<file path="src/rtl/nandBusPkg.sv">
package nandBusPkg;

  typedef enum logic [1:0] {
    KIND_CMD  = 2'd0,
    KIND_ADDR = 2'd1,
    KIND_DATA = 2'd2
  } cycKind_t;

  // strobes from control to datapath
  typedef struct packed {
    logic     emit;
    cycKind_t kind;
    logic     flagIllegal;
    logic     flagUpper;
  } ctrlStrobe_t;

  // scan a packed opcode list, used by checks outside the decode path
  function automatic logic opInList(input logic [7:0] op,
                                    input logic [63:0] list,
                                    input int count);
    logic hit;
    hit = 1'b0;
    for (int i = 0; i < count && i < 8; i++) begin
      if (list[i*8 +: 8] == op) hit = 1'b1;
    end
    return hit;
  endfunction

endpackage

</file>
<file path="src/rtl/nandSync.sv">
module nandSync #(
  parameter int             WIDTH   = 8,
  parameter int             STAGES  = 2,
  parameter logic [WIDTH-1:0] RST_VAL = '0
) (
  input  logic             clk,
  input  logic             rstN,
  input  logic [WIDTH-1:0] dIn,
  output logic [WIDTH-1:0] dOut
);

  logic [STAGES-1:0][WIDTH-1:0] chain;

  generate
    for (genvar s = 0; s < STAGES; s++) begin : gStage
      if (s == 0) begin : gFirst
        always_ff @(posedge clk) begin
          if (!rstN) chain[0] <= RST_VAL;
          else       chain[0] <= dIn;
        end
      end else begin : gNext
        always_ff @(posedge clk) begin
          if (!rstN) chain[s] <= RST_VAL;
          else       chain[s] <= chain[s-1];
        end
      end
    end
  endgenerate

  assign dOut = chain[STAGES-1];

endmodule

</file>
<file path="src/rtl/nandCycleCtrl.sv">
module nandCycleCtrl
  import nandBusPkg::*;
#(
  parameter int                     BYTE_W     = 8,
  parameter int                     N_BYPASS   = 1,
  parameter logic [N_BYPASS*8-1:0]  BYPASS_OPS = 8'h70
) (
  input  logic              clk,
  input  logic              rstN,
  input  logic              ceS,
  input  logic              cleS,
  input  logic              aleS,
  input  logic              weS,
  input  logic              reS,
  input  logic [BYTE_W-1:0] loByte,
  input  logic              hiNonzero,
  input  logic              wideBus,
  input  logic              dieBusy,
  output ctrlStrobe_t       ctrl,
  output logic              standby
);

  logic weLast;
  logic weRise;
  logic selected;
  logic isIllegal;
  logic upperBad;
  logic busyDrop;
  logic bypassHit;
  logic [N_BYPASS-1:0] hitVec;

  always_ff @(posedge clk) begin
    if (!rstN) weLast <= 1'b1;
    else       weLast <= weS;
  end

  assign weRise   = weS & ~weLast;
  assign selected = weRise & ~ceS & reS;

  generate
    for (genvar i = 0; i < N_BYPASS; i++) begin : gBypass
      assign hitVec[i] = (loByte[7:0] == BYPASS_OPS[i*8 +: 8]);
    end
  endgenerate
  assign bypassHit = |hitVec;

  assign isIllegal = cleS & aleS;
  assign upperBad  = wideBus & cleS & ~aleS & hiNonzero;
  assign busyDrop  = cleS & ~aleS & dieBusy & ~bypassHit;

  always_comb begin
    ctrl             = '0;
    ctrl.emit        = selected & ~isIllegal & ~upperBad & ~busyDrop;
    ctrl.flagIllegal = selected & isIllegal;
    ctrl.flagUpper   = selected & upperBad;
    if (cleS)      ctrl.kind = KIND_CMD;
    else if (aleS) ctrl.kind = KIND_ADDR;
    else           ctrl.kind = KIND_DATA;
  end

  // standby: held once entered, entered only while idle
  always_ff @(posedge clk) begin
    if (!rstN) standby <= 1'b0;
    else       standby <= ceS & (~dieBusy | standby);
  end

  assert_standby_idle_R8: assert property (@(posedge clk) disable iff (!rstN)
    $rose(standby) |-> !$past(dieBusy));

  assert_standby_exit_R8: assert property (@(posedge clk) disable iff (!rstN)
    (standby && !ceS) |=> !standby);

  assert_no_emit_fault_R5: assert property (@(posedge clk) disable iff (!rstN)
    !(ctrl.emit && (ctrl.flagIllegal || ctrl.flagUpper)));

endmodule

</file>
<file path="src/rtl/nandCycleData.sv">
module nandCycleData
  import nandBusPkg::*;
#(
  parameter int BYTE_W = 8
) (
  input  logic              clk,
  input  logic              rstN,
  input  ctrlStrobe_t       ctrl,
  input  logic [BYTE_W-1:0] loByte,
  input  logic [BYTE_W-1:0] hiByte,
  input  logic              wideBus,
  output logic              cycValid,
  output logic [1:0]        cycKind,
  output logic [BYTE_W-1:0] cycByte,
  output logic [BYTE_W-1:0] cycHigh,
  output logic              illegalErr,
  output logic              upperErr
);

  always_ff @(posedge clk) begin
    if (!rstN) begin
      cycValid <= 1'b0;
      cycKind  <= KIND_CMD;
      cycByte  <= '0;
      cycHigh  <= '0;
    end else begin
      cycValid <= ctrl.emit;
      if (ctrl.emit) begin
        cycKind <= ctrl.kind;
        cycByte <= loByte;
        cycHigh <= (ctrl.kind == KIND_DATA && wideBus) ? hiByte : '0;
      end
    end
  end

  always_ff @(posedge clk) begin
    if (!rstN) begin
      illegalErr <= 1'b0;
      upperErr   <= 1'b0;
    end else begin
      if (ctrl.flagIllegal) illegalErr <= 1'b1;
      if (ctrl.flagUpper)   upperErr   <= 1'b1;
    end
  end

  assert_single_pulse_R9: assert property (@(posedge clk) disable iff (!rstN)
    cycValid |=> !cycValid);

  assert_illegal_sticky_R5: assert property (@(posedge clk) disable iff (!rstN)
    illegalErr |=> illegalErr);

  assert_upper_sticky_R6: assert property (@(posedge clk) disable iff (!rstN)
    upperErr |=> upperErr);

  assert_kind_legal_R2: assert property (@(posedge clk) disable iff (!rstN)
    cycValid |-> cycKind != 2'd3);

endmodule

</file>
<file path="src/rtl/nandBusDecoder.sv">
module nandBusDecoder
  import nandBusPkg::*;
#(
  parameter int                    BYTE_W      = 8,
  parameter int                    SYNC_STAGES = 2,
  parameter int                    N_BYPASS    = 1,
  parameter logic [N_BYPASS*8-1:0] BYPASS_OPS  = 8'h70
) (
  input  logic              clk,
  input  logic              rstN,
  input  logic              ceN,
  input  logic              cle,
  input  logic              ale,
  input  logic              weN,
  input  logic              reN,
  input  logic [2*BYTE_W-1:0] io,
  input  logic              wideBus,
  input  logic              dieBusy,
  output logic              cycValid,
  output logic [1:0]        cycKind,
  output logic [BYTE_W-1:0] cycByte,
  output logic [BYTE_W-1:0] cycHigh,
  output logic              illegalErr,
  output logic              upperErr,
  output logic              standby
);

  localparam int PIN_W = 5 + 2*BYTE_W;
  localparam logic [PIN_W-1:0] PIN_RST = {1'b1, 1'b0, 1'b0, 1'b1, 1'b1, {(2*BYTE_W){1'b0}}};

  logic [PIN_W-1:0]  pinsRaw;
  logic [PIN_W-1:0]  pinsSync;
  logic              ceS, cleS, aleS, weS, reS;
  logic [BYTE_W-1:0] loByte, hiByte;
  ctrlStrobe_t       ctrl;

  assign pinsRaw = {ceN, cle, ale, weN, reN, io};

  nandSync #(.WIDTH(PIN_W), .STAGES(SYNC_STAGES), .RST_VAL(PIN_RST)) uSync (
    .clk(clk), .rstN(rstN), .dIn(pinsRaw), .dOut(pinsSync)
  );

  assign {ceS, cleS, aleS, weS, reS, hiByte, loByte} = pinsSync;

  nandCycleCtrl #(.BYTE_W(BYTE_W), .N_BYPASS(N_BYPASS), .BYPASS_OPS(BYPASS_OPS)) uCtrl (
    .clk(clk), .rstN(rstN), .ceS(ceS), .cleS(cleS), .aleS(aleS), .weS(weS), .reS(reS),
    .loByte(loByte), .hiNonzero(|hiByte), .wideBus(wideBus), .dieBusy(dieBusy),
    .ctrl(ctrl), .standby(standby)
  );

  nandCycleData #(.BYTE_W(BYTE_W)) uData (
    .clk(clk), .rstN(rstN), .ctrl(ctrl), .loByte(loByte), .hiByte(hiByte),
    .wideBus(wideBus), .cycValid(cycValid), .cycKind(cycKind), .cycByte(cycByte),
    .cycHigh(cycHigh), .illegalErr(illegalErr), .upperErr(upperErr)
  );

  assert_busy_filter_R7: assert property (@(posedge clk) disable iff (!rstN)
    (cycValid && cycKind == KIND_CMD && $past(dieBusy))
      |-> opInList(cycByte[7:0], 64'(BYPASS_OPS), N_BYPASS));

  assert_narrow_high_zero_R3: assert property (@(posedge clk) disable iff (!rstN)
    (cycValid && !wideBus && $past(!wideBus)) |-> cycHigh == '0);

endmodule

</file>
<file path="config.mk">
export PLATFORM = sky130hd
export DESIGN_NAME = nandBusDecoder
export DESIGN_NICKNAME = d
export VERILOG_FILES = /design/src/rtl/nandBusPkg.sv /design/src/rtl/nandSync.sv /design/src/rtl/nandCycleCtrl.sv /design/src/rtl/nandCycleData.sv /design/src/rtl/nandBusDecoder.sv
export SDC_FILE = /design/constraint.sdc
export NUM_CORES = 1
export LEC_CHECK = 0
export CELL_PAD_IN_SITES_DETAIL_PLACEMENT = 0
export CELL_PAD_IN_SITES_GLOBAL_PLACEMENT = 1
export CORE_UTILIZATION = 45
export CTS_BUF_LIST = sky130_fd_sc_hd__clkbuf_16
export DETAILED_ROUTE_END_ITERATION = 12
export DONT_BUFFER_PORTS = 1
export HOLD_SLACK_MARGIN = 0.15
export PLACE_DENSITY = 0.81
export SKIP_LAST_GASP = 1
export SYNTH_ARGS = -nofsm -noshare
export SYNTH_HDL_FRONTEND = slang
export SYNTH_SLANG_ARGS = --single-unit
</file>
<file path="constraint.sdc">
create_clock -name clk -period 4.53 [get_ports clk]
set_clock_uncertainty 0.2 [all_clocks]
set_input_delay 0.453 -clock clk [delete_from_list [all_inputs] [get_ports clk]]
set_output_delay 0.453 -clock clk [all_outputs]
set_load 0.03 [all_outputs]
</file>
Word-level counts from Yosys, hierarchy flattened
Cells that the tools add are included.
Cells by class
  eq/ne operators: 2
  mux-type cells: 3
  bitwise logic cells: 25
  reduce and logical (&&, ||, !) cells: 2
Operators by type and width (count)
  1-bit bitwise AND: 16
  8-bit by 7-bit == test with 1-bit output, second input constant: 1
  8-bit two-way mux: 1
  1-bit NOT: 8
  8-bit OR reduction: 1
  2-bit two-way mux: 2
  2-bit == test, second input constant: 1
  1-bit logical AND: 1
  1-bit OR: 1
Word-level totals
  register bits after elaboration: 65

Logic depth before layout (Yosys ltp)
  word-level depth: 7
  mapped depth: 6

Modules after synthesis
Synthesis repeated with hierarchy kept, for this count alone.
Second synthesis, totals
  cells, all modules: 196
  area total of the unflattened synthesis: 2219.6 µm²
Modules (own cells, without submodules)
  nandSync: times used 1, cells an instance 109, area each 1283.7 µm², seq. area each 840.8 µm²
  nandCycleData: times used 1, cells an instance 65, area each 774.5 µm², seq. area each 420.4 µm²
  nandCycleCtrl: times used 1, cells an instance 19, area each 145.1 µm², seq. area each 40.0 µm²
  nandBusDecoder: times used 1, cells an instance 3, area each 16.3 µm², seq. area each 0.0 µm²

Worst setup path before layout
Ideal clock, no wire load.
  path kind: reg-to-reg
  start point: reg uSync.chain (netlist bit uSync.dOut[12])
  end point: reg uData.cycHigh[5]
  setup time: 0.072 ns
  arrival: 1.360 ns
  required time: 4.258 ns
  slack: 2.898 ns
  stages on the path, launching flop included: 7
  path buffers: 2
  cells stage by stage: dfxtp_1 -> nor4_4 -> a21oi_2 -> nor3_2 -> buf_6 -> buf_12 -> mux2i_1
On the way
  word-level cells in the longest chain between the ends: 5
RTL lines
  start, declared: line nandSync.sv:12  | logic [STAGES-1:0][WIDTH-1:0] chain;
  start signal, assigned by index: line nandSync.sv:24  | else chain[s] <= chain[s-1];
  8-bit OR reduction: line nandBusDecoder.sv:47  | .loByte(loByte), .hiNonzero(|hiByte), .wideBus(wideBus), .dieBusy(dieBusy),
  1-bit bitwise AND: line nandCycleCtrl.sv:48  | assign upperBad = wideBus & cleS & ~aleS & hiNonzero;
  1-bit NOT: line nandCycleCtrl.sv:53  | ctrl.emit = selected & ~isIllegal & ~upperBad & ~busyDrop;
  1-bit bitwise AND (2 in series): line nandCycleCtrl.sv:53
  end signal, assigned: line nandCycleData.sv:31  | cycHigh <= (ctrl.kind == KIND_DATA && wideBus) ? hiByte : '0;
  end, declared: line nandCycleData.sv:15  | output logic [BYTE_W-1:0] cycHigh,
Every way passes these cells.
A chain may end at the register's enable or synchronous reset.

Worst setup path after layout
  start point: reg uSync.chain (netlist bit uSync.dOut[12])
  end point: reg uData.cycHigh[6]
Same word-level chain as after synthesis.

==> results.md <==
- In the routed design, unresolved DRC markers number 4.
- Counting every net in the synthesized netlist gives around 220.
- The data arrival time at the worst-slack endpoint is 1.80 ns.
- After routing, the total negative slack on setup checks comes to 0 ns.
- In the finished design, the share of the clock period the worst path needs comes to between 30% and 40%.
- The library cell used as clock root buffer is clkbuf_16.
- The post-cts sizing count is 0.
- The total overflow reported by the global router is 0.
- Among all cell types in the netlist, the one instantiated most often is dfxtp_1.
- After detailed routing, the number of vias per cell comes to 4.81.
- The share of synthesized flip-flops with an asynchronous set or reset is 0%.
- TritonCTS created 9 clock buffers.
- The worst setup path is launched from a flop.
- For this block, the initial DRC count from the detailed router was 48.
- The top cell type's share of synthesized area is 61.2%.
- The tightest min-delay check is of the primary input to flop type.
- The flow ran to the end, but the final reports show violations.
- The type of the worst setup path is flop to flop.
- The count of yosys warnings during synthesis is 0.
- The number of antenna diodes in the final layout is 0.
- The initial antenna violation count is 0.
- The fraction of final layout cells sized beyond drive strength 1 is 8.37%.
- In this run the horizontal extent of the chip is 70.7 um.
- The count of input and output buffers is 0.
- The initial utilization of the core area, before any placement, comes to 47.8%.
- The total number of H-tree levels is 3.
- By count the netlist is led by dfxtp_1 (65), nand2_1 (39), and2_1 (37).
- In the post-synthesis netlist, the biggest area contributors are dfxtp_1 (61%), and2_1 (11%), mux2i_1 (7.5%), nand2_1 (6.9%), nand2b_1 (2.6%).
- The total clock sinks is 65.
- Static timing analysis puts the maximum clock frequency at 571 MHz.
- The checks that failed: design-rule violations.
- The number of synthesized register bits is 65.
- Along the worst path, the maximum fanout reaches 17.
- The slack of the worst reg-to-reg path is 2.78 ns.
- The later pin in the worst-skew pair is clocked with a latency of 0.32 ns.
- The mean instance size in the synthesized netlist is 10.8 sq um.
- The number of nets in the finished design is 247.
- Entering global routing, the biggest net connects 74 pins.
- The final-report hold violation count is 0.
- Buffers added to address setup during post-CTS repair amount to 0.
- The total iterations of the first detailed-routing run is 8.
- The worst-case headroom to the max-slew limit is 70.8%.
- The maximum VDD drop is roughly 0.23 mV.
- The final routed wire length divided by cell count is around 13 um.
- For this design, the CTS-stage hold fixing added 23 buffers.
- Setup repair after global routing left no endpoint under its margin.
- The register area share after synthesis is 61.2%.
- For the pin with the worst max-slew slack, the measured transition is 0.437 ns.
- In this run, placement finished with an instance count of 240.
- Counting flops with a built-in enable in the synthesized netlist gives 0.
- Detailed routing inserted a total of about 1.3k vias.
- The endpoint class of the critical path is a flop.
- The main flop type after synthesis is dfxtp_1.
- The longest clock path from root to sink contains 2 buffers.
- Setup violations remaining at the end of the flow were counted as 0.
- In this run the count of I/O pins placed on the die edge is 47.
- The netlist area before placement is 2130 sq um.
- After detailed routing, the total wire length is 3560 um.
- At the worst endpoint, the required time is about 4.6 ns.
- The total die area is 5000 sq um.
- The post-layout instance count excluding filler cells is between 200 and 300.
- The max-slew violation count is 0.
- The floorplan core area is 4440 sq um.
- For this design the ratio of total power to cell area is 482 nW/um^2.
- The die is 70.7 um tall.
- The HPWL after detailed placement is 2230 um.
- Compared with the post-synthesis result, the final layout area differs by 25.0%.
- The time the final worst path needs with I/O delays and setup is ~1.8 ns.
- The congestion estimate from routability-driven global placement came to 0.697.
- In this run the static leakage power is 0.00102 uW.
- The TritonCTS clock tree is built.
- The first global-routing pass estimated 5820 um of wire.
- The count of antenna-violating nets left after detailed routing is 0.
- The cell type with the largest total area after synthesis is dfxtp_1.
- The number of rows in the core area is 24.
- The tool flagged a number of max-cap violations equal to 0.
- For this run, the total global-route usage over all layers was measured as 15.8%.
- After clock tree synthesis, the clock-pin slew on the worst setup and hold paths is roughly 0.05 ns.
- The via count of the first global-routing pass is approximately 1.3k.
- Synthesis produced around 200 cells.
- After synthesis, the netlist uses 21 different library cells.
## area by class of cell
cell class	instances	area, sq um
inverter	2	7.51
sequential	65	1300
tap	52	65.1
timing repair buffer	24	248
clock buffer	9	225
clock inverter	7	55.1
multi-input combinational	120	756
fill	374	1790
## state kept, by name, indices dropped and copies added, names as in the netlist
register / count
uData.cycByte: 8
uCtrl.standby: 1
uData.illegalErr: 1
uCtrl.weLast: 1
uData.upperErr: 1
uData.cycKind: 2
uData.cycHigh: 8
uData.cycValid: 1
uSync.chain: 21
uSync.dOut: 21
## kinds of logic after synthesis
group,synth area share [%]
and+or+nand+nor,25.0
muxes,7.53
AOI/OAI and AO/OA,3.00
DFF,61.2
buffers and inverters,3.24
## per-stage QoR
step | util (%) | setup slack [ns] | power (uW) | hold slack (ns) | area (sq um)
after floorplan | - | 2.90 | 639 | 0.186 | 2130
after global placement | 48.1 | 2.82 | 636 | 0.191 | 2140
after detailed placement | 48.1 | 2.77 | 637 | 0.199 | 2140
after CTS | 59.8 | 2.76 | 1290 | 0.161 | 2660
after global routing | 59.8 | 2.61 | 1320 | 0.162 | 2660
final | 59.8 | 2.78 | 1280 | 0.167 | 2660
## cells in the final DEF, fill, tap and decap left out
cell type      instances
o311ai_0               2
nand2_1               39
clkbuf_16              9
nor2b_1                2
and4b_1                1
and2_1                37
clkinv_1               1
bufinv_16              1
a31oi_1                2
inv_1                  5
a21oi_1                3
mux2i_1               16
nor2_1                 1
clkinv_2               2
buf_12                 1
dfxtp_1               65
buf_4                  1
nor4_4                 2
dlygate4sd3_1         22
nor4_1                 1
nand2b_1               9
o21ai_0                2
nor3_2                 1
a21oi_2                1
and4bb_2               1
## critical path, stage by stage, from the launching register on
cell and delay [ns]:
dfxtp_1 0.33, nor4_4 0.32, a21oi_2 0.12, nor3_2 0.18
buf_4 0.30, mux2i_1 0.23
## final timing paths
path                               from                       endpoint  depth (start not counted)
max           uSync.dOut[12]$_SDFF_PN0_  uData.cycHigh[6]$_SDFFE_PN0P_                          5
min                                rstN  uData.cycKind[0]$_SDFFE_PN0P_                          2
min reg2reg  uSync.chain[20]$_SDFF_PN1_      uSync.dOut[20]$_SDFF_PN1_                          1
max reg2reg   uSync.dOut[12]$_SDFF_PN0_  uData.cycHigh[6]$_SDFFE_PN0P_                          5
## report_power, final
part / total (uW) / internal (uW) / switching (uW)
registers: 602 / 592 / 9.94
clock network: 631 / 414 / 217
logic: 47.8 / 28.8 / 18.9
## routing by layer
layer	global-route usage [%]	vias to the layer above	wire, um
li1	-	684	-
met1	16.4	615	1490
met2	26.2	36	1720
met3	8.55	6	274
met4	7.33	0	71
met5	0	-	0
(Power assumes the default switching activity.)
